===== src/rtl/sra_pkg.sv =====
package sra_pkg;

    typedef enum logic {
        ING_SHUT = 1'b0,
        ING_OPEN = 1'b1
    } ing_state_e;

    typedef enum logic [1:0] {
        EGR_OFFER = 2'd0,
        EGR_SENT  = 2'd1,
        EGR_RETRY = 2'd2
    } egr_state_e;

endpackage


===== src/rtl/sra_phase_counter.sv =====
module sra_phase_counter #(
    parameter int RATIO = 8
) (
    input  logic clk,
    input  logic rst_n,
    output logic at_first,
    output logic at_last
);
    localparam int PH_W = (RATIO > 1) ? $clog2(RATIO) : 1;
    localparam logic [PH_W-1:0] PH_LAST = PH_W'(RATIO - 1);

    generate
        if (RATIO == 1) begin : g_unit
            // every cycle both opens and closes a period
            assign at_first = 1'b1;
            assign at_last  = 1'b1;
        end else begin : g_count
            logic [PH_W-1:0] phase_q;

            always_ff @(posedge clk or negedge rst_n) begin
                if (!rst_n) begin
                    phase_q <= '0;
                end else if (phase_q == PH_LAST) begin
                    phase_q <= '0;
                end else begin
                    phase_q <= phase_q + 1'b1;
                end
            end

            assign at_first = (phase_q == '0);
            assign at_last  = (phase_q == PH_LAST);

            AST_PHASE_RANGE: assert property (@(posedge clk) disable iff (!rst_n)
                phase_q <= PH_LAST);
            AST_PHASE_STEP: assert property (@(posedge clk) disable iff (!rst_n)
                !at_last |=> (phase_q == $past(phase_q) + 1'b1));
        end
    endgenerate

    AST_WRAP_TO_FIRST: assert property (@(posedge clk) disable iff (!rst_n)
        at_last |=> at_first);

endmodule


===== src/rtl/sra_ingress_gate.sv =====
module sra_ingress_gate
    import sra_pkg::*;
#(
    parameter int DATA_W = 16
) (
    input  logic              clk,
    input  logic              rst_n,
    input  logic              at_first,
    input  logic              at_last,
    input  logic [DATA_W-1:0] s_tdata,
    input  logic              s_tvalid,
    output logic              s_tready,
    output logic [DATA_W-1:0] core_in_data,
    output logic              core_in_stb
);
    ing_state_e state_q, state_d;
    logic       take;

    // next-state selection
    always_comb begin
        state_d = state_q;
        unique case (state_q)
            ING_OPEN: state_d = at_last ? ING_OPEN : ING_SHUT;
            ING_SHUT: state_d = at_last ? ING_OPEN : ING_SHUT;
            default:  state_d = ING_SHUT;
        endcase
    end

    // state register
    always_ff @(posedge clk or negedge rst_n) begin
        if (!rst_n) begin
            state_q <= ING_OPEN;
        end else begin
            state_q <= state_d;
        end
    end

    // outputs
    always_comb begin
        s_tready = 1'b0;
        unique case (state_q)
            ING_OPEN: s_tready = 1'b1;
            ING_SHUT: s_tready = 1'b0;
            default:  s_tready = 1'b0;
        endcase
    end

    assign take = s_tvalid && s_tready;

    always_ff @(posedge clk or negedge rst_n) begin
        if (!rst_n) begin
            core_in_stb  <= 1'b0;
            core_in_data <= '0;
        end else begin
            core_in_stb <= take;
            if (take) begin
                core_in_data <= s_tdata;
            end
        end
    end

    AST_READY_WINDOW: assert property (@(posedge clk) disable iff (!rst_n)
        s_tready == at_first);
    AST_STB_FOLLOWS_TAKE: assert property (@(posedge clk) disable iff (!rst_n)
        (s_tvalid && s_tready) |=> (core_in_stb && core_in_data == $past(s_tdata)));
    AST_NO_SPURIOUS_STB: assert property (@(posedge clk) disable iff (!rst_n)
        !(s_tvalid && s_tready) |=> (!core_in_stb && $stable(core_in_data)));

endmodule


===== src/rtl/sra_egress_gate.sv =====
module sra_egress_gate
    import sra_pkg::*;
#(
    parameter int DATA_W = 16
) (
    input  logic              clk,
    input  logic              rst_n,
    input  logic              at_first,
    input  logic              at_last,
    input  logic [DATA_W-1:0] core_out_data,
    output logic [DATA_W-1:0] m_tdata,
    output logic              m_tvalid,
    input  logic              m_tready
);
    egr_state_e state_q, state_d;
    logic       load;

    always_comb begin
        state_d = state_q;
        unique case (state_q)
            EGR_OFFER: begin
                if (at_last)       state_d = EGR_OFFER;
                else if (m_tready) state_d = EGR_SENT;
                else               state_d = EGR_RETRY;
            end
            EGR_SENT:  state_d = at_last ? EGR_OFFER : EGR_SENT;
            EGR_RETRY: state_d = at_last ? EGR_OFFER : EGR_RETRY;
            default:   state_d = EGR_OFFER;
        endcase
    end

    always_ff @(posedge clk or negedge rst_n) begin
        if (!rst_n) begin
            state_q <= EGR_OFFER;
        end else begin
            state_q <= state_d;
        end
    end

    always_comb begin
        m_tvalid = 1'b0;
        load     = 1'b0;
        unique case (state_q)
            EGR_OFFER: begin
                m_tvalid = 1'b1;
                load     = at_last && m_tready;
            end
            EGR_SENT:  load = at_last;
            EGR_RETRY: load = 1'b0;
            default:   load = 1'b0;
        endcase
    end

    always_ff @(posedge clk or negedge rst_n) begin
        if (!rst_n) begin
            m_tdata <= '0;
        end else if (load) begin
            m_tdata <= core_out_data;
        end
    end

    AST_VALID_WINDOW: assert property (@(posedge clk) disable iff (!rst_n)
        m_tvalid == at_first);
    AST_DATA_HELD_MIDPERIOD: assert property (@(posedge clk) disable iff (!rst_n)
        !at_last |=> $stable(m_tdata));
    AST_REFUSED_KEPT: assert property (@(posedge clk) disable iff (!rst_n)
        (m_tvalid && !m_tready) |=> $stable(m_tdata));

endmodule


===== src/rtl/stream_rate_adapter.sv =====
module stream_rate_adapter #(
    parameter int RATIO  = 8,
    parameter int DATA_W = 16
) (
    input  logic              clk,
    input  logic              rst_n,
    input  logic [DATA_W-1:0] s_tdata,
    input  logic              s_tvalid,
    output logic              s_tready,
    output logic [DATA_W-1:0] core_in_data,
    output logic              core_in_stb,
    input  logic [DATA_W-1:0] core_out_data,
    output logic [DATA_W-1:0] m_tdata,
    output logic              m_tvalid,
    input  logic              m_tready
);
    logic at_first;
    logic at_last;

    sra_phase_counter #(.RATIO(RATIO)) u_phase (
        .clk      (clk),
        .rst_n    (rst_n),
        .at_first (at_first),
        .at_last  (at_last)
    );

    sra_ingress_gate #(.DATA_W(DATA_W)) u_ingress (
        .clk          (clk),
        .rst_n        (rst_n),
        .at_first     (at_first),
        .at_last      (at_last),
        .s_tdata      (s_tdata),
        .s_tvalid     (s_tvalid),
        .s_tready     (s_tready),
        .core_in_data (core_in_data),
        .core_in_stb  (core_in_stb)
    );

    sra_egress_gate #(.DATA_W(DATA_W)) u_egress (
        .clk           (clk),
        .rst_n         (rst_n),
        .at_first      (at_first),
        .at_last       (at_last),
        .core_out_data (core_out_data),
        .m_tdata       (m_tdata),
        .m_tvalid      (m_tvalid),
        .m_tready      (m_tready)
    );

    AST_SIDES_ALIGNED: assert property (@(posedge clk) disable iff (!rst_n)
        s_tready == m_tvalid);
    if (RATIO == 1) begin : g_unit_chk
        AST_UNIT_NO_BACKPRESSURE: assert property (@(posedge clk) disable iff (!rst_n)
            s_tready && m_tvalid);
    end

endmodule


===== config.mk =====
export PLATFORM = sky130hd
export DESIGN_NAME = stream_rate_adapter
export DESIGN_NICKNAME = d
export VERILOG_FILES = /design/src/rtl/sra_pkg.sv /design/src/rtl/sra_phase_counter.sv /design/src/rtl/sra_ingress_gate.sv /design/src/rtl/sra_egress_gate.sv /design/src/rtl/stream_rate_adapter.sv
export SDC_FILE = /design/constraint.sdc
export NUM_CORES = 1
export LEC_CHECK = 0
export BUFFER_PORTS_ARGS = -buffer_cell sky130_fd_sc_hd__buf_2
export CORE_MARGIN = 2
export CORE_UTILIZATION = 30
export DETAILED_ROUTE_END_ITERATION = 8
export PLACE_DENSITY_LB_ADDON = 0.05
export SLEW_MARGIN = 0
export SYNTH_ARGS = -nofsm -noshare
export SYNTH_HDL_FRONTEND = slang
export SYNTH_SLANG_ARGS = --single-unit

===== constraint.sdc =====
create_clock -name clk -period 2.2 [get_ports clk]
set_input_delay 0.22 -clock clk [delete_from_list [all_inputs] [get_ports clk]]
set_output_delay 0.22 -clock clk [all_outputs]
set_load 0.01 [all_outputs]

Word-level counts from Yosys, hierarchy flattened --
Index checks and enable logic that the tools add are counted.
Cells by class: multiplexer cells 10, add/sub/neg operators 1, eq/ne operators 3, bitwise operators 1, reduce and logical (&&, ||, !) cells 3
Operators with widths (count):
- 2-bit two-way mux | 3
- 2-bit case mux with 3 select lines | 1
- 1-bit case mux with 2 select lines | 2
- 3-bit by 1-bit adder with 3-bit output (second input constant) | 1
- 3-bit == test (second input constant) | 1
- 1-bit two-way mux | 3
- 3-bit two-way mux | 1
- 2-bit by 1-bit == test with 1-bit output (second input constant) | 1
- 2-bit == test (second input constant) | 1
- 1-bit logical AND | 2
- 2-bit logical NOT | 1
- 1-bit inverter | 1
Word-level totals: input bits 36, logic and storage cells 24, flip-flop bits (word level) 39, output and inout bits 35

Logic depth before layout (Yosys ltp) --
Gate-level depths: netlist of the first run.
depth after elaboration 3, mapped depth 6, depth with buffers taken out 5

Cells and area by module --
A second synthesis of the first run with hierarchy kept.
Second synthesis, totals: cell total of the unflattened synthesis 88, area, all modules 1571.5 µm²
By module, submodules not included:
- sra_egress_gate | area an instance 733.2 µm², times used 1, seq. area each 450.4 µm², cells each 41
- sra_ingress_gate | area an instance 700.7 µm², times used 1, seq. area each 451.7 µm², cells each 37
- sra_phase_counter | area an instance 137.6 µm², times used 1, seq. area each 75.1 µm², cells each 10

Worst setup path before layout of the first run --
No wires, ideal clock.
kind reg2reg, start point register u_phase.g_count.phase_q[0], end point register u_egress.m_tdata[10], setup slack 553 ps, path buffers 1, data required time 2075 ps, period minus slack after synthesis 1647 ps, library setup time 125 ps, data arrival time 1522 ps, cell stages (with the launch flop) 7, cell sequence dfrtp_1 -> ha_1 -> ha_1 -> nand3b_4 -> a21oi_4 -> buf_12 -> mux2_4
Between the ends: longest elaborated chain between the ends 3
RTL lines:
- start: declaration | line sra_phase_counter.sv:18 | logic [PH_W-1:0] phase_q;
- start signal: assignment | line sra_phase_counter.sv:26 | phase_q <= phase_q + 1'b1;
- 3-bit == test (*) | line sra_phase_counter.sv:31 | assign at_last = (phase_q == PH_LAST);
- 1-bit logical AND | line sra_egress_gate.sv:46 | load = at_last && m_tready;
- 1-bit case mux with 2 select lines (*) | line sra_egress_gate.sv:43 | unique case (state_q)
- end signal: assignment | line sra_egress_gate.sv:58 | m_tdata <= core_out_data;
- end: declaration | line sra_egress_gate.sv:11 | output logic [DATA_W-1:0] m_tdata,
Mark *: on every way between the ends. The rest lies on a longest branch, timed or not. A chain may end at the register's enable or synchronous reset.

Final worst setup path of the first run --
start point register u_phase.g_count.phase_q[0], end point register u_egress.m_tdata[2]
The elaborated chain is that of the path after synthesis.

==> impl_metrics.tcl, run 1 <==
set metrics [dict create \
    outcome "finished, final reports clean" \
    initial_utilization_pct 31.5 \
    overflow 0 \
    slowest_stage "mux2_2" \
    cp-end-kind "flop" \
    dpl_cell_area_um2 1940 \
    synth_commonest_cells "38 x dfrtp_1, 22 x mux2_2, 10 x mux2_4, 4 x nor2_1, 3 x ha_1" \
    antenna_found_initial 0 \
    maxSlewViolCount 0 \
    wl_mm 2.88 \
    yosys.area.top_type_share_pct 62.6 \
    via_per_inst 4.22 \
    synth_top_flop_cell "dfrtp_1" \
    hold_buffers 0 \
    design.core.area_um2 4820 \
    max_stage_delay_ns 0.37 \
    path_clk_slew_ns 0.07 \
    syn_avg_cell_area_um2 17.1 \
    setup_viol 0 \
    use_met2_pct 16.8 \
    cts_resized 0 \
    relSlewSlack_pct 42.1 \
    synth_area_leaders "dfrtp_1 63%, mux2_2 16%, mux2_4 9.9%" \
    yosysTopAreaCell "dfrtp_1" \
    cts-root-buf "clkbuf_8" \
    cts_buffers 5 \
    io_pins 71 \
    postRouteAntennaNets 0 \
    dp.cells 225 \
    fmax_mhz 570 \
    cts.sinks 39 \
    min_period_over_period_pct 79.8 \
    layoutNonFillerInstCount 233 \
    die_height_um 75.2 \
    dieArea_um2 5650 \
    power.density_nw_per_um2 860 \
    via_count 984 \
    power_leakage_uw 0.00102 \
    grtUsageMet3_pct 3.48 \
    ir_drop_v 0.000330 \
    drc 0 \
    tightest_slew_ns 0.869 \
    grt_pass1_wl_mm 4.37 \
    tns_ns 0 \
    crit_buf_inv 1 \
    cts_tree "built" \
    drt_pass1_iterations 4 \
    drt_iter0_drc 31 \
    synthesis.nets 128 \
    h-tree-depth 2 \
    grt.total_usage_pct 10.5 \
    p_total_uw 1730 \
    ys_seq_elements 39 \
    die_w_um 75.2 \
    hp-class "in -> async" \
    syn_area_um2 1520 \
    insertion_delay_ns 0.28 \
    layout_min_cycle_time_ns 1.76 \
    ys_warn_count 0 \
    fin_area_um2 2020 \
    use_met1_pct 12.2 \
    netlist-cell-type-count 14 \
    place.gp.congestion 0.661 \
    skew_ns 0.00604 \
    cp.required_ns 2.37 \
    synth_edf_count 0 \
    synthToLayoutAreaGrowth_pct 32.7 \
    grt_busiest_layer "met2" \
    grt_max_degree 40 \
    grt_pass1_vias 951 \
    yosysSeqAreaShare_pct 64.3 \
    cts_buffer_depth 2 \
    detail_route.wl_per_cell_um 12.4 \
    rows 25 \
    dp_hpwl_mm 2.08 \
    critPathMostFrequentCell "ha_1" \
    async_flop_share_pct 100 \
    cts_setup_buffers 0 \
    finalHoldViolations 0 \
    syn-instance-count 89 \
    crit_type "reg -> reg" \
    final_nets 204 \
    num_antenna_cells 0 \
    yosysMostFrequentCell "dfrtp_1" \
    crit_chain "ha_1 -> ha_1 -> nand3b_4 -> a21oi_4 -> buf_4 -> mux2_2" \
    drive_gt1_share_pct 66.9 \
    maxCapViolations 0 \
    grt_setup_unrepaired "no" \
    io_buffer_count 70 \
    cp-start-kind "flop" \
    cp_top_family "adder cells" \
    cp_max_fo 16 \
    cp.arrival_ns 1.92 \
]
state kept, by name (all words and copies together) (netlist names):
name,flops
u_ingress.core_in_stb,1
u_phase.g_count.phase_q,3
u_ingress.core_in_data,16
u_egress.m_tdata,16
u_ingress.state_q,1
u_egress.state_q,2
kinds of logic after synthesis:
group | count (synthesis) | share of synthesized area, %
AOI/OAI and AO/OA | 2 | 1.40
and+or+nand+nor | 9 | 3.46
muxes | 32 | 26.2
adders and majority gates | 3 | 2.47
DFF | 39 | 64.3
buffers and inverters | 4 | 2.14
layout by cell type, fill, tap and decap left out:
cell type / netlist / routed
buf_2: 1 / 70
dfrtp_1: 38 / 38
mux2_2: 22 / 22
mux2_4: 10 / 10
clkbuf_8: 0 / 5
nor2_1: 4 / 4
ha_1: 3 / 3
clkbuf_1: 0 / 3
inv_1: 2 / 2
nor3_1: 2 / 2
nand2_1: 2 / 2
a21oi_1: 1 / 1
nand3b_4: 1 / 1
a21oi_4: 1 / 1
buf_4: 0 / 1
dfstp_2: 1 / 1
power breakdown:
part,switching (uW),total (uW),internal [uW]
registers,60.0,901,841
logic,161,382,221
clock network,225,450,225
total,446,1730,1290
per-layer routing:
metal | up-vias | part of all wire, %
li1 | 456 | -
met1 | 486 | 42
met2 | 38 | 49
met3 | 4 | 8.2
met4 | 0 | 1.2
met5 | - | 0
worst register-to-register path, stage by stage, from the launching register on:
cell and delay [ns]:
dfrtp_1 0.35, ha_1 0.18, ha_1 0.24, nand3b_4 0.10, a21oi_4 0.14, buf_4 0.28, mux2_2 0.37
cell type report:
cell class	count	area, um^2
Fill cell	478	2800
Inverter	2	7.51
Sequential cell	39	977
Tap cell	67	83.8
Multi-Input combinational cell	46	509
Clock buffer	8	80.1
Timing Repair Buffer	71	358
worst paths after layout:
check | from | end | slack [ns] | depth (start not counted)
min | rst_n | u_egress.m_tdata[8] | 0.05 | 1
max reg2reg | u_phase.g_count.phase_q[0] | u_egress.m_tdata[2] | 0.44 | 6
min in group clk | s_tdata[5] | u_ingress.core_in_data[5] | 0.16 | 2
min reg2reg | u_phase.g_count.phase_q[0] | u_phase.g_count.phase_q[0] | 0.43 | 1
max | u_phase.g_count.phase_q[0] | u_egress.m_tdata[2] | 0.44 | 6
max in group asynchronous | rst_n | u_ingress.core_in_data[14] | 1.61 | 1
per-stage QoR:
stage	worst slack [ns]	utilization [%]	hold slack [ns]
2_1_floorplan	0.553	-	-0.0756
3_3_place_gp	0.477	40.2	0.367
3_5_place_dp	0.418	40.2	0.394
4_1_cts	0.414	41.8	0.0801
5_1_grt	0.319	41.8	0.114
6_report	0.444	41.8	0.0504
Note: power is estimated with default switching activity, not from simulation.
==> run 2, diff against run 1 <==
Clock period 2.2 ns to 1.5 ns, I/O delays scaled along.
==> run 2 against run 1 <==
  * Count of clock-buffer cells in the layout unchanged
  * Maximum frequency increased by 14%
  * Register-to-register slack got worse by 0.49 ns
  * Highest routed layer unchanged
  * The flow now finishes with violations (negative setup slack)
  * Routed wire length increased by 4.8%
  * Final area increased by 6.4%
  * Core utilization increased by 2.7 points
==> impl_metrics.tcl, run 2 (synthesis results as in run 1) <==
set metrics [dict create \
    outcome "complete, but fails checks" \
    violations "negative setup slack" \
    setup_viol 16 \
    tns_ns -0.308 \
    holdPathEnd "u_egress.m_tdata[8]" \
    critPathMostFrequentCell "ha_4" \
    initial_utilization_pct 31.5 \
    power_leakage_uw 0.00107 \
    cts.sinks 39 \
    dp.cells 230 \
    rrSetupSlack_ns -0.05 \
    layoutNonFillerInstCount 239 \
    cts_tree "built" \
    internal-power_uw 1990 \
    cp_max_fo 16 \
    skew_ns 0.00782 \
    wl_mm 3.02 \
    overflow 0 \
    rr_endpoint "u_egress.m_tdata[15]" \
    max_stage_delay_ns 0.38 \
    via_per_inst 4.26 \
    postRouteAntennaNets 0 \
    drt_pass1_iterations 2 \
    crit_chain "ha_4 -> ha_4 -> nand3b_4 -> a21oi_4 -> buf_12 -> mux2_2" \
    combPwrFrac_pct 21.8 \
    min_period_over_period_pct 103 \
    cp.required_ns 1.67 \
    seqPwrFrac_pct 49.8 \
    path_clk_slew_ns 0.07 \
    ir_drop_v 0.000591 \
    detail_route.wl_per_cell_um 12.6 \
    cp-end-kind "flop" \
    maxCapViolations 0 \
    drive_gt1_share_pct 70.9 \
    io_pins 71 \
    cts_buffers 5 \
    cp-start-kind "flop" \
    finalHoldViolations 0 \
    multi_input_area_um2 558 \
    r2r-start "u_phase.g_count.phase_q[0]" \
    insertion_delay_ns 0.28 \
    synthToLayoutAreaGrowth_pct 41.2 \
    layout_commonest_cell "buf_2" \
    seq_area_um2 977 \
    dieArea_um2 5650 \
    cts_buffer_depth 2 \
    design.core.area_um2 4820 \
    power.density_nw_per_um2 1240 \
    switching_share_pct 25.1 \
    layout_min_cycle_time_ns 1.55 \
    via_count 1018 \
    switchingPower_uw 664 \
    fmax_mhz 647 \
    maxSlewViolCount 0 \
    slowest_stage "dfrtp_1" \
    die_w_um 75.2 \
    io_buffer_count 70 \
    rows 25 \
    setup_ws_ns -0.0457 \
    crit_type "reg -> reg" \
    clockPowerShare_pct 28.4 \
    die_height_um 75.2 \
    cp.arrival_ns 1.71 \
    worstHoldStart "core_out_data[8]" \
    drc 0 \
    worst-r2r-cell-count 6 \
    drt_iter0_drc 35 \
    fin_hold_ws_ns 0.0885 \
    nFillCells 468 \
    tightest_slew_ns 0.336 \
    h-tree-depth 2 \
    hp-class "in -> reg" \
    grt_setup_unrepaired "yes" \
    antenna_found_initial 0 \
    num_antenna_cells 0 \
    grt_pass1_vias 1004 \
    utilization_pct 44.5 \
    final_nets 210 \
    hold_depth 2 \
    grt.total_usage_pct 10.9 \
    relSlewSlack_pct 77.6 \
    dp_hpwl_mm 2.29 \
    cts_setup_buffers 0 \
    grt_max_degree 18 \
    cts-root-buf "clkbuf_8" \
    most-common-layout-cells "70 x buf_2, 38 x dfrtp_1, 21 x mux2_2, 11 x mux2_4, 7 x clkbuf_8" \
    top_regs "u_egress.m_tdata: 16 flops, u_ingress.core_in_data: 16 flops, u_phase.g_count.phase_q: 3 flops" \
    grt_pass1_wl_mm 4.46 \
    place.gp.congestion 0.722 \
]
## run 2: area by class of cell
cell class / instances / share of cell area (%)
flip-flops and latches: 39 / 45.6
multi-input cells: 46 / 26.0
repair buffers: 77 / 19.5
clock buffers: 8 / 4.67
well taps: 67 / 3.91
inverters: 2 / 0.350
## run 2: worst max-delay path by stage
stage	depth (start not counted)	slack (ns)	from	end
2_1_floorplan	6	-0.07	u_phase.g_count.phase_q[0]	u_egress.m_tdata[10]
3_3_place_gp	6	-0.01	u_phase.g_count.phase_q[0]	u_egress.m_tdata[15]
3_5_place_dp	6	-0.05	u_phase.g_count.phase_q[0]	u_egress.m_tdata[15]
4_1_cts	6	-0.06	u_phase.g_count.phase_q[0]	u_egress.m_tdata[3]
5_1_grt	6	-0.10	u_phase.g_count.phase_q[0]	u_egress.m_tdata[1]
6_report	6	-0.05	u_phase.g_count.phase_q[0]	u_egress.m_tdata[15]
## run 2: stage by stage
step / area, um^2 / setup slack, ns / total power [uW]
floorplan: 1560 / -0.0659 / 1630
finish: 2140 / -0.0457 / 2650
detailed placement: 2030 / -0.0488 / 1920
CTS: 2140 / -0.0594 / 2710
global placement: 2030 / -0.0112 / 1900
global route: 2140 / -0.103 / 2820
## run 2: power by group through the flow
stage,Sequential (uW),Clock [uW],Combinational [uW]
4_1_cts,1320,801,583
3_5_place_dp,1340,0,577
2_1_floorplan,1430,0,202
6_report,1320,752,579
3_3_place_gp,1340,0,566
5_1_grt,1340,851,629
## run 2: routing by layer
| layer | GRT usage (%) | vias to the layer above | wire [um] | part of all wire [%] |
|---|---|---|---|---|
| li1 | - | 469 | - | - |
| met1 | 13.0 | 502 | 1250 | 41 |
| met2 | 17.3 | 42 | 1470 | 48 |
| met3 | 4.55 | 5 | 264 | 8.7 |
| met4 | 4.68 | 0 | 38 | 1.3 |
| met5 | 0 | - | 0 | 0 |
## run 2: worst max-delay path: cells and delay by family (launching register included)
kind,cells,cell delay [ns]
compound gates,1,0.14
simple gates,1,0.08
flops,1,0.38
fa+ha+maj,2,0.31
buf+inv,1,0.18
mux,1,0.34
## run 2: what timing repair did
item	in CTS	in global routing
setup endpoints to repair	16	16
cloned	0	0
endpoints found under the hold margin	11	0
gates resized for setup	1	1
hold buffers	1	0
==> run 3, diff against run 2 <==
==> constraint.sdc (replaced) <==
create_clock -name clk -period 1.5 [get_ports clk]
set_input_delay 0.3 -clock clk [delete_from_list [all_inputs] [get_ports clk]]
set_output_delay 0.3 -clock clk [all_outputs]
set_load 0.01 [all_outputs]
==> run 3 against run 2 <==
  * The run still ends with negative setup slack left
  * Core utilization fell by 0.36 points
  * Routed wire length shrank 2.8%
  * Clock skew is 0.0045 ns lower
  * Critical path depth unchanged
  * Clock power shrank 0.5%
  * Non-clock buffer count shrank 2
  * Global-route usage up 0.25 points
  * Combinational power is 2% lower
  * Worst setup slack got worse by 0.0095 ns
  * Via count down 2.1%
  * Worst hold slack lost 0.026 ns
  * Final area decreased by 0.82%
  * Critical path type unchanged
==> impl_metrics.tcl, run 3 (synthesis results as in run 1) <==
set metrics [dict create \
    outcome "complete, but fails checks" \
    violations "negative setup slack" \
    overflow 0 \
    io_pins 71 \
    fin_area_um2 2130 \
    design.core.area_um2 4820 \
    h-tree-depth 2 \
    grt.total_usage_pct 11.1 \
    layout_min_cycle_time_ns 1.56 \
    insertion_delay_ns 0.28 \
    cp.arrival_ns 1.72 \
    final_nets 208 \
    drive_gt1_share_pct 71.2 \
    postRouteAntennaNets 0 \
    setup_viol 16 \
    hp-class "in -> async" \
    layout_commonest_cell "buf_2" \
    crit_type "reg -> reg" \
    via_count 997 \
    layoutNonFillerInstCount 237 \
    cp_max_fo 16 \
    initial_utilization_pct 31.5 \
    die_height_um 75.2 \
    antenna_found_initial 0 \
    drt_pass1_iterations 3 \
    dpl_cell_area_um2 2020 \
    cts-root-buf "clkbuf_8" \
    cts_tree "built" \
    nFillCells 471 \
    drc 0 \
    rows 25 \
    most-common-layout-cells "70 x buf_2, 38 x dfrtp_1, 21 x mux2_2, 11 x mux2_4, 7 x clkbuf_8" \
    rr_endpoint "u_egress.m_tdata[3]" \
    tightest_slew_ns 0.496 \
    power_leakage_uw 0.00106 \
    path_clk_slew_ns 0.07 \
    maxSlewViolCount 0 \
    rrSetupSlack_ns -0.06 \
    maxCapViolations 0 \
    io_buffer_count 70 \
    r2r-start "u_phase.g_count.phase_q[0]" \
    worst-r2r-cell-count 6 \
    finalHoldViolations 0 \
    die_w_um 75.2 \
    cp-start-kind "flop" \
    utilization_pct 44.2 \
    setup_ws_ns -0.0552 \
    power.density_nw_per_um2 1240 \
    fin_hold_ws_ns 0.0629 \
    grt_pass1_wl_mm 4.57 \
    cp-end-kind "flop" \
    grt_pass1_vias 983 \
    detail_route.wl_per_cell_um 12.4 \
    cts.sinks 39 \
    grt_setup_unrepaired "yes" \
    ir_drop_v 0.000763 \
    via_per_inst 4.21 \
    drt_iter0_drc 30 \
    top_regs "u_egress.m_tdata: 16 flops, u_ingress.core_in_data: 16 flops, u_phase.g_count.phase_q: 3 flops" \
    skew_ns 0.00337 \
    wl_mm 2.94 \
    num_antenna_cells 0 \
    cts_buffer_depth 2 \
    dp_hpwl_mm 2.15 \
    place.gp.congestion 0.700 \
    grt_max_degree 40 \
    cts_buffers 5 \
    dieArea_um2 5650 \
    relSlewSlack_pct 66.9 \
    synthToLayoutAreaGrowth_pct 40.0 \
    fmax_mhz 643 \
    dp.cells 229 \
    cp.required_ns 1.66 \
    min_period_over_period_pct 104 \
]
## run 3: cell count changes in the layout (fill, tap and decap cells not counted)
cell | previous run | this run
buf_4 | 5 | 4
dlygate4sd3_1 | 1 | 0
## run 3: how the worst max path moves through the flow
stage / slack [ns] / depth (start not counted) / from / end
5_1_grt: -0.12 / 6 / u_phase.g_count.phase_q[1] / u_egress.m_tdata[2]
6_report: -0.06 / 6 / u_phase.g_count.phase_q[0] / u_egress.m_tdata[3]
3_5_place_dp: -0.06 / 6 / u_phase.g_count.phase_q[0] / u_egress.m_tdata[3]
4_1_cts: -0.07 / 6 / u_phase.g_count.phase_q[0] / u_egress.m_tdata[3]
3_3_place_gp: -0.01 / 6 / u_phase.g_count.phase_q[0] / u_egress.m_tdata[2]
2_1_floorplan: -0.07 / 6 / u_phase.g_count.phase_q[0] / u_egress.m_tdata[10]
## run 3: layout make-up
cell class | count | area (um^2) | share of cell area (%)
inverter | 2 | 7.51 | 0.353
tap | 67 | 83.8 | 3.94
clock buffer | 8 | 100 | 4.71
multi-input combinational | 46 | 558 | 26.2
sequential | 39 | 977 | 45.9
timing repair buffer | 75 | 400 | 18.8
## run 3: repair_timing
item,4_1_cts,5_1_grt
gates resized for setup,1,1
endpoints found under the setup margin,16,16
buffers inserted,0,0
hold buffers,0,0
cloned,0,0
endpoints found under the hold margin,0,0
## run 3: per-layer routing
metal  wire length, um  GRT usage (%)  vias to the layer above
met4                31           5.26                        0
met5                 0              0                        -
met1              1280           14.4                      486
met3               231           4.15                        4
li1                  -              -                      467
met2              1400           16.6                       40
## run 3: stage by stage
stage | setup TNS [ns] | total power (uW) | worst slack (ns)
after detailed placement | -0.456 | 1920 | -0.0606
after floorplan | -0.659 | 1630 | -0.0659
final | -0.386 | 2640 | -0.0552
after CTS | -0.503 | 2700 | -0.0668
after global placement | -0.0702 | 1900 | -0.0123
after global routing | -1.38 | 2820 | -0.120
## run 3: critical path, stage by stage (launching register included)
cell and delay, ns:
dfrtp_1 0.38, ha_4 0.17, ha_4 0.14, nand2_4 0.05, a21oi_4 0.17, buf_12 0.18
mux2_2 0.34
## run 3: power breakdown
group,switching (uW),internal [uW],leakage (uW)
Combinational,238,331,0.000550
Sequential,93.5,1230,0.000457
Clock,329,419,0.0000515
